**config.mk**
```make
export PLATFORM = sky130hd
export DESIGN_NAME = ecc_status_reporter
export DESIGN_NICKNAME = d
export VERILOG_FILES = /design/src/rtl/ecc_status_reporter.sv
export SDC_FILE = /design/constraint.sdc
export NUM_CORES = 1
export LEC_CHECK = 0
export CELL_PAD_IN_SITES_DETAIL_PLACEMENT = 1
export CELL_PAD_IN_SITES_GLOBAL_PLACEMENT = 1
export CORE_MARGIN = 5
export CORE_UTILIZATION = 40
export CTS_CLUSTER_DIAMETER = 150
export DETAILED_ROUTE_END_ITERATION = 8
export DONT_BUFFER_PORTS = 1
export PLACE_DENSITY_LB_ADDON = 0.1
export SETUP_SLACK_MARGIN = 0.02
export SLEW_MARGIN = 5
export SYNTH_ARGS = -nofsm -noshare
export SYNTH_HDL_FRONTEND = slang
export SYNTH_SLANG_ARGS = --single-unit
export TNS_END_PERCENT = 5
```
**constraint.sdc**
```tcl
create_clock -name clk -period 1.2 [get_ports clk]
set_input_delay 0.06 -clock clk [delete_from_list [all_inputs] [get_ports clk]]
set_output_delay 0.06 -clock clk [all_outputs]
set_load 0.03 [all_outputs]
```
**src/rtl/ecc_status_reporter.sv**
```systemverilog
module ecc_status_reporter #(
  parameter int ADDR_W = 32,
  parameter int ATTR_W = 8,
  parameter int DATA_W = 32,
  localparam int W1 = (ADDR_W > ATTR_W) ? ADDR_W : ATTR_W,
  localparam int W2 = (W1 > DATA_W) ? W1 : DATA_W,
  localparam int RD_W = (W2 > 8) ? W2 : 8
) (
  input  logic              clk,
  input  logic              rst_n,
  input  logic [3:0]        en,
  input  logic [3:0]        evt,
  input  logic [ADDR_W-1:0] ram_addr,
  input  logic [ATTR_W-1:0] ram_attr,
  input  logic [DATA_W-1:0] ram_data,
  input  logic [ADDR_W-1:0] flash_addr,
  input  logic [ATTR_W-1:0] flash_attr,
  input  logic [DATA_W-1:0] flash_data,
  input  logic              reg_sel,
  input  logic              reg_wr,
  input  logic [2:0]        reg_addr,
  input  logic [7:0]        reg_wdata,
  output logic [RD_W-1:0]   reg_rdata,
  output logic              irq,
  output logic [7:0]        status,
  output logic [ADDR_W-1:0] ram_addr_q,
  output logic [ATTR_W-1:0] ram_attr_q,
  output logic [DATA_W-1:0] ram_data_q,
  output logic [ADDR_W-1:0] flash_addr_q,
  output logic [ATTR_W-1:0] flash_attr_q,
  output logic [DATA_W-1:0] flash_data_q
);

  logic [3:0] hit, win;
  logic [7:0] flag_img, status_d;
  logic       clr, ram_load, flash_load;

  assign hit = evt & en;

  always_comb begin
    win = 4'b0000;
    if      (hit[2]) win = 4'b0100;
    else if (hit[3]) win = 4'b1000;
    else if (hit[0]) win = 4'b0001;
    else if (hit[1]) win = 4'b0010;
  end

  assign flag_img   = {2'b00, win[0], win[1], 2'b00, win[2], win[3]};
  assign clr        = reg_sel && reg_wr && (reg_addr == 3'd0);
  assign ram_load   = win[0] | win[2];
  assign flash_load = win[1] | win[3];

  always_comb begin
    if (|hit)     status_d = flag_img;
    else if (clr) status_d = status & ~reg_wdata;
    else          status_d = status;
  end

  always_ff @(posedge clk or negedge rst_n) begin
    if (!rst_n) begin
      status       <= '0;
      ram_addr_q   <= '0;
      ram_attr_q   <= '0;
      ram_data_q   <= '0;
      flash_addr_q <= '0;
      flash_attr_q <= '0;
      flash_data_q <= '0;
    end else begin
      status <= status_d;
      if (ram_load) begin
        ram_addr_q <= ram_addr;
        ram_attr_q <= ram_attr;
        ram_data_q <= ram_data;
      end
      if (flash_load) begin
        flash_addr_q <= flash_addr;
        flash_attr_q <= flash_attr;
        flash_data_q <= flash_data;
      end
    end
  end

  assign irq = |({status[0], status[1], status[4], status[5]} & en);

  always_comb begin
    reg_rdata = '0;
    case (reg_addr)
      3'd0: reg_rdata[7:0]        = status;
      3'd1: reg_rdata[ADDR_W-1:0] = ram_addr_q;
      3'd2: reg_rdata[ATTR_W-1:0] = ram_attr_q;
      3'd3: reg_rdata[DATA_W-1:0] = ram_data_q;
      3'd4: reg_rdata[ADDR_W-1:0] = flash_addr_q;
      3'd5: reg_rdata[ATTR_W-1:0] = flash_attr_q;
      3'd6: reg_rdata[DATA_W-1:0] = flash_data_q;
      default: reg_rdata = '0;
    endcase
  end

endmodule

```
# Word level (Yosys, flattened, before mapping)

Index checks and enable logic that the tools add are counted.

Add/sub/neg operators: 0
Multipliers: 0
Divide/modulo/power cells: 0
$lt $le $gt $ge: 0
Eq/ne operators: 6
Shift-type cells: 0
Mux-type cells: 8
Bitwise logic cells: 6
Reduce and logical (&&, ||, !) cells: 6

Operators by type and width:

| cell               | count |
|---|---|
| $pmux 24 s4        | 1 |
| $pmux 8 s7         | 1 |
| $mux 8             | 2 |
| $eq 3x3->1 const B | 3 |
| $and 4x4->4        | 2 |
| $and 8x8->8        | 1 |
| $mux 4             | 2 |
| $not 8->8          | 1 |
| $reduce_or 4->1    | 2 |
| $eq 3x2->1 const B | 2 |
| $mux 2             | 2 |
| $eq 3x1->1 const B | 1 |
| $logic_not 3->1    | 1 |
| $logic_and 1x1->1  | 2 |
| $or 1x1->1         | 2 |
| $reduce_bool 2->1  | 1 |

Flip-flop bits (word level): 152
Bits in latches: 0
RAM bits: 0
ROM bits: 0
Input bits: 167
Output and inout bits: 185
Logic and storage cells: 33
Memories: 0

# Longest topological paths before layout

Gate-level depths: netlist (run 1).

Word-level depth: 6
Gate-level depth with buffers: 6
Mapped depth without buffers: 4

# Worst setup path after synthesis (run 1)

Ideal clock, no wire load.

Path kind: flip-flop to output port
From: register status[4]
To: output port reg_rdata[4]
Arrival: 1.459 ns
Required time: 1.140 ns
Setup slack: -0.319 ns
Stages on the path, launching flop included: 5
Path buffers: 0
Cell sequence: dfrtp_1 -> mux2i_1 -> nor2_1 -> a21oi_1 -> o21ai_0

Word-level cells in the longest chain between the ends: 1

Ends and longest elaborated chain:

| item                   | RTL line | source |
|---|---|---|
| from (decl)            | 25       | `output logic [7:0] status,` |
| from (signal assigned) | 69       | `status <= status_d;` |
| $pmux 8 s7             | 87       | `case (reg_addr)` |
| to (decl)              | 23       | `output logic [RD_W-1:0] reg_rdata,` |

No other way between the ends.

# Worst setup path in the final report (run 1)

From: register flash_data_q[1]
To: output port reg_rdata[1]

Word-level cells in the longest chain between the ends: 1

Ends and longest elaborated chain:

| item                   | RTL line | source |
|---|---|---|
| from (decl)            | 31       | `output logic [DATA_W-1:0] flash_data_q` |
| from (signal assigned) | 78       | `flash_data_q <= flash_data;` |
| $pmux 8 s7             | 87       |  |

No other way between the ends.

==> results of run 1 <==
==> repair_timing <==
item / 4_1_cts / 5_1_grt
endpoints found under the hold margin: 304 / 152
gates resized for setup: 14 / 11
pin swaps: 8 / 10
buffers inserted: 0 / 2
endpoints found under the setup margin: 33 / 106
==> layer usage <==
layer	wire, um	vias to the layer above
li1	-	2492
met1	10200	2883
met2	14300	252
met3	1880	54
met4	866	0
met5	0	-
==> final timing paths <==
kind                                       from        endpoint  slack, ns  cells past startpoint
max in group asynchronous                 rst_n  ram_data_q[26]       1.66                      0
worst max register to register        status[4]       status[4]       0.15                      3
worst min-delay path                      rst_n   ram_data_q[2]      -0.66                      0
worst min register to register   ram_data_q[10]  ram_data_q[10]       0.55                      1
worst max-delay path            flash_data_q[1]    reg_rdata[1]      -0.41                      3
min in group clk                         evt[2]       status[5]       0.05                      2
==> cell families (layout without fill, tap and decap cells) <==
logic type | Yosys count | in the layout | synth area share, %
muxes | 209 | 209 | 37.9
other | 0 | 2 | 0
AOI/OAI and AO/OA | 57 | 57 | 4.66
and+or+nand+nor | 40 | 40 | 2.63
DFF | 152 | 152 | 50.2
buffers and inverters | 36 | 392 | 4.58
==> stage by stage <==
| stage | power, mW | hold slack [ns] | cells |
|---|---|---|---|
| floorplan | 10.8 | -0.236 | 494 |
| global placement | 12.8 | -0.231 | 890 |
| detailed placement | 12.9 | -0.231 | 890 |
| CTS | 18.9 | -0.685 | 1082 |
| global route | 19.7 | -0.697 | 1086 |
| finish | 18.9 | -0.662 | 1086 |
==> power groups by stage <==
stage	clock network (mW)	logic, mW	registers, mW
after floorplan	0	2.53	8.25
after global placement	0	6.12	6.67
after detailed placement	0	6.21	6.71
after CTS	5.54	6.72	6.63
after global routing	5.82	7.06	6.79
final	5.43	6.81	6.69
==> sequential cells by signal (all words and copies together), names as in the netlist <==
| register | count |
|---|---|
| status | 8 |
| ram_addr_q | 32 |
| ram_data_q | 32 |
| flash_data_q | 32 |
| flash_attr_q | 8 |
| flash_addr_q | 32 |
| ram_attr_q | 8 |
==> cell usage in the layout, fill, tap and decap left out, drive strengths merged <==
cell          count
a22oi             2
a21o              1
inv               4
mux4              6
and4              1
nand3             3
a31o              1
buf             199
nor3b             1
nand3b            1
o21ai             3
nand2            15
dlygate4sd3     158
clkinvlp          5
a311oi            1
bufinv            2
diode             2
mux2i            59
nor2             15
o22ai            24
nor2b             1
o211ai            1
nand2b            2
a32o              3
clkbuf           19
dfrtp           152
a21oi            21
dlymetal6s4s      2
mux2            144
clkinv            3
and4b             1
==> final cells by class <==
class	instances	share of cell area, %
Timing Repair Buffer	359	28.2
Clock inverter	13	1.24
Sequential cell	152	33.2
Tap cell	234	2.55
Antenna cell	2	0.0437
Inverter	1	0.0327
Multi-Input combinational cell	306	30.8
Clock buffer	19	3.95
==> summary.md, run 1 <==
| Metric | Value |
|---|---|
| DR WL/cell | 25.1 um |
| M3 GR Usage | 6.68% |
| Asr flop ratio synth | 100% |
| Area Overhead vs Synth | 51.3% |
| RSZ-0062 raised after global routing | true |
| Synth area leaders | dfrtp_1 50%, mux2_4 28%, mux2i_1 7.8%, o22ai_1 2.0%, buf_12 1.9% |
| CP max FO | 2 |
| Hold Crit Class | primary input to asynchronous set/reset pin |
| Hold-fix buffers, CTS | 160 |
| Pin count of the biggest net entering global routing | 153 |
| Setup CP Type | flip-flop to primary output |
| Die Area | 21,800 um2 |
| Post-route cell area | 11,500 um2 |
| Worst path slowest cell | mux4_2 |
| Core area | 18,700 um2 |
| Post-layout minimum cycle time | 1.61 ns |
| Placer congestion estimate | 0.816 |
| Post-synth net total | 661 |
| Fill count | 1,800 |
| Initial antenna violation count | 2 |
| Register area | 3800 um2 |
| CP Launch Type | flip-flop |
| Share of cells above drive strength 1 | 48.0% |
| Worst setup margin | -0.408 ns |
| Die Y-Extent | 148 um |
| Skew final | 0 ns |
| Critical path endpoint category | primary output |
| Setup Viol. Count Final | 33 |
| Routed wire length | 27.3 mm |
| Failing checks | hold timing, setup timing |
| CTS Buf Count | 17 |
| CTS tree | done |
| Worst Hold Margin | -0.662 ns |
| Starting density of the core | 40.5% |
| Maximum clock rate | 622 MHz |
| Vias/cell | 5.23 |
| Top-count cell post-synth | dfrtp_1 |
| Nets | 1,004 |
| Busiest grt layer | met2 |
| GR Util met1 | 27.1% |
| DRC Markers | 0 |
| Detailed router's first-iteration violation count | 177 |
| H-tree depth | 4 |
| NetSw | 6.61 mW |
| Max_cap viols | 0 |
| DP HPWL | 18.1 mm |
| Worst slew margin | 68.6% |
| Clock Path Buffers | 2 |
| First-pass GRT wire length | 41.0 mm |
| Finished Core Util | 61.3% |
| Area of the multi-input gates | 3530 um2 |
| Area leader, netlist | dfrtp_1 |
| Clk Latency, worst-skew pair | 0.41 ns |
| Worst path cell trace | mux4_2 > nor2_2 > a21oi_2 |
| #FFs+latches synth | 152 |
| P_int | 12.3 mW |
| Peak supply drop | 0.833 mV |
| Crit path largest cell delay | 0.52 ns |
| I/O pin cnt | 352 |
| Final Max Tran Viols | 0 |
| Seq/Total Area, Yosys | 50.2% |
| Core Rows | 50 |
| Number of nets still failing antenna checks after routing | 0 |
| Synthesis warning total | 0 |
| Num Clock Sinks | 152 |
| GRT Util Overall | 24.4% |
| TritonRoute pass-1 iters | 4 |
| Pre-CTS setup slack | -0.143 ns |
| Met2 Use GR | 44.5% |
| Mean Syn Cell Area | 15.3 um2 |
| Leak | 5.54 nW |
| GRT overflow | 0 |
| Most frequently used flop master after synthesis | dfrtp_1 |
| EDFF count, synth | 0 |
| Worst-path clk slew | 0.06 ns |
| Vias | 5,681 |
| Critical path arrival | 1.55 ns |
| CP bufs+invs | 0 |
| Least-Margin Pin Slew | 0.470 ns |
| Worst EP required | 1.14 ns |
| Root Driver | clkbuf_16 |
| Post-synth top cells | 152 x dfrtp_1, 140 x mux2_4, 59 x mux2i_1, 24 x o22ai_1, 20 x a21oi_1 |
| Sequential share of power | 35.4% |
| Mapped Cells | 494 |
| Status | finished with violations |
| Final Hold Fails | 152 |
| Top delay family on crit path | multiplexers |
| Synthesized area | 7570 um2 |
| Die width | 148 um |
| Yosys cell types | 34 |
| Comb pwr share | 36.0% |
| Power per cell area | 1650 nW/um2 |
| Placed inst area | 9150 um2 |
| Part of the power in the clock network | 28.7% |
| Period Utilization, post-route | 134% |
| Vias in the first global route | 6,647 |
| Setup_tns | -6.48 ns |
| Post-synth top area share | 50.2% |
| Switching share of power | 34.9% |
| Port buffer count | 0 |
No activity file was read; power rests on OpenSTA's default activity.
==> inputs of run 2 (changes only) <==
CTS_BUF_LIST = sky130_fd_sc_hd__clkbuf_8   (was not set)
==> run 2 against run 1 <==
Effect of this change:
- the run still ends with hold timing, setup timing left
- global-route usage increased by 0.22 points
- register-to-register slack about the same
- clock skew unchanged
- routed wire length increased by 1.9%
- combinational power increased by 3%
- setup slack got worse by 0.046 ns
- cell count increased by 0.64%
- non-clock buffer count increased by 8
- die area unchanged
- count of clock-buffer cells in the layout unchanged
- clock power decreased by 25%
- maximum frequency decreased by 2.8%
- critical endpoint unchanged
==> summary.md, run 2 (synthesis results as in run 1) <==
| Metric | Value |
|---|---|
| Worst path slowest cell | mux4_2 |
| Placed inst area | 9150 um2 (unchanged) |
| Max_cap viols | 0 (unchanged) |
| Placer congestion estimate | 0.816 (unchanged) |
| DR WL/cell | 25.4 um (+1.3%) |
| Share of cells above drive strength 1 | 48.5% (+0.48 points) |
| Skew final | 0 ns (unchanged) |
| Hold Crit Class | primary input to asynchronous set/reset pin |
| Number of nets still failing antenna checks after routing | 0 (unchanged) |
| Max Used Layer | met4 |
| CP max FO | 2 (unchanged) |
| Crit path largest cell delay | 0.52 ns (about the same) |
| Hold-fix buffers, CTS | 161 (+0.63%) |
| Post-route cell area | 11,400 um2 (-0.31%) |
| Starting density of the core | 40.5% (unchanged) |
| Num Clock Sinks | 152 (unchanged) |
| Peak supply drop | 0.810 mV (-2.8%) |
| Die width | 148 um (unchanged) |
| Worst path cell trace | mux4_2 > nor2_2 > a21oi_2 |
| Period Utilization, post-route | 138% (+3.9 points) |
| Setup Viol. Count Final | 35 (+6.1%) |
| Worst slew margin | 69.1% (+0.50 points) |
| Routed wire length | 27.8 mm (+1.9%) |
| Nets | 1,012 (+0.80%) |
| Final Max Tran Viols | 0 (unchanged) |
| Maximum clock rate | 604 MHz (-2.8%) |
| Fill count | 1,802 (+0.11%) |
| Met3 WL | 2.07 mm (+10%) |
| Commonest non-fill, non-tap cells in the layout | 170 x buf_4, 157 x dlygate4sd3_1, 152 x dfrtp_1 |
| CP Launch Type | flip-flop |
| Wire length on met2 | 14.8 mm (+2.9%) |
| Vias/cell | 5.24 (+0.13%) |
| CTS Buf Count | 17 (unchanged) |
| I/O pin cnt | 352 (unchanged) |
| Clk Latency, worst-skew pair | 0.44 ns (+0.03 ns) |
| Total power | 17.7 mW (-6.3%) |
| Post-layout minimum cycle time | 1.65 ns (+0.0464 ns) |
| Vias | 5,725 (+0.77%) |
| Core area | 18,700 um2 (unchanged) |
| Worst-path clk slew | 0.08 ns (+0.02 ns) |
| Vias in the first global route | 6,640 (-0.11%) |
| GRT Util Overall | 24.6% (+0.22 points) |
| Worst EP required | 1.14 ns (about the same) |
| Port buffer count | 0 (unchanged) |
| Worst Hold Margin | -0.697 ns (-0.0360 ns) |
| Status | finished with violations |
| RSZ-0062 raised after global routing | true |
| CP bufs+invs | 0 (unchanged) |
| Setup CP Type | flip-flop to primary output |
| DP HPWL | 18.1 mm (unchanged) |
| H-tree depth | 4 (unchanged) |
| Initial antenna violation count | 1 (-1) |
| Clock Path Buffers | 2 (unchanged) |
| Least-Margin Pin Slew | 0.463 ns (-0.00746 ns) |
| Critical path arrival | 1.59 ns (+0.04 ns) |
| Worst setup margin | -0.455 ns (-0.0464 ns) |
| Pin count of the biggest net entering global routing | 153 (unchanged) |
| Die Y-Extent | 148 um (unchanged) |
| Final Hold Fails | 152 (unchanged) |
| Failing checks | hold timing, setup timing |
| GRT overflow | 0 (unchanged) |
| Setup_tns | -8.12 ns (-1.64 ns) |
| Die Area | 21,800 um2 (unchanged) |
| Metal-1 WL | 10.2 mm (about the same) |
| Commonest non-fill, non-tap cell in the layout | buf_4 |
| Core Rows | 50 (unchanged) |
| DRC Markers | 0 (unchanged) |
| Root Driver | clkbuf_8 |
| Area Overhead vs Synth | 50.9% |
| CTS tree | done |
| Critical path endpoint category | primary output |
| Detailed router's first-iteration violation count | 154 (-13%) |
| Power per cell area | 1550 nW/um2 (-6.0%) |
| Leak | 5.55 nW (about the same) |
| First-pass GRT wire length | 41.2 mm (+0.49%) |
| TritonRoute pass-1 iters | 7 (+3) |
| Top delay family on crit path | multiplexers |
## run 2: area by class of cell
type	count	area [um2]	share of cell area [%]
clock buffers	19	262	2.29
flip-flops and latches	152	3800	33.3
repair buffers	367	3380	29.6
inverters	1	3.75	0.0328
multi-input cells	306	3540	31.0
clock inverters	13	143	1.25
well taps	234	293	2.56
diodes	1	2.50	0.0219
## run 2: report_power, final
group          internal (mW)  switching [mW]
clock network           1.97            2.10
registers               5.94           0.744
logic                   3.31            3.68
## run 2: through the flow
stage	hold WS (ns)	setup slack (ns)	utilization [%]	instances
global route	-0.753	-0.530	61.1	1093
CTS	-0.747	-0.468	60.0	1084
detailed placement	-0.231	-0.143	48.9	890
finish	-0.697	-0.455	61.1	1093
global placement	-0.231	-0.111	48.9	890
floorplan	-0.236	-0.0863	-	494
## run 2: worst paths after layout
kind / startpoint / end / slack, ns / depth (start not counted)
min in group clk: evt[2] / status[1] / 0.04 / 2
setup / recovery: flash_data_q[1] / reg_rdata[1] / -0.45 / 3
max in group asynchronous: rst_n / flash_attr_q[6] / 1.55 / 0
setup reg to reg: status[4] / status[4] / 0.15 / 3
hold / removal: rst_n / ram_data_q[2] / -0.70 / 0
hold reg to reg: flash_data_q[14] / flash_data_q[14] / 0.55 / 1
## run 2: per-layer routing
layer,up-vias,track usage (%)
met1,2909,27.3
met5,-,0
met4,0,8.57
met3,53,7.27
met2,256,44.9
li1,2507,-
## run 2: timing repair
item	in CTS	in global routing
buffers inserted	1	8
hold endpoints to repair	304	152
resized for setup	15	36
pin swaps	9	11
endpoints found under the setup margin	34	205
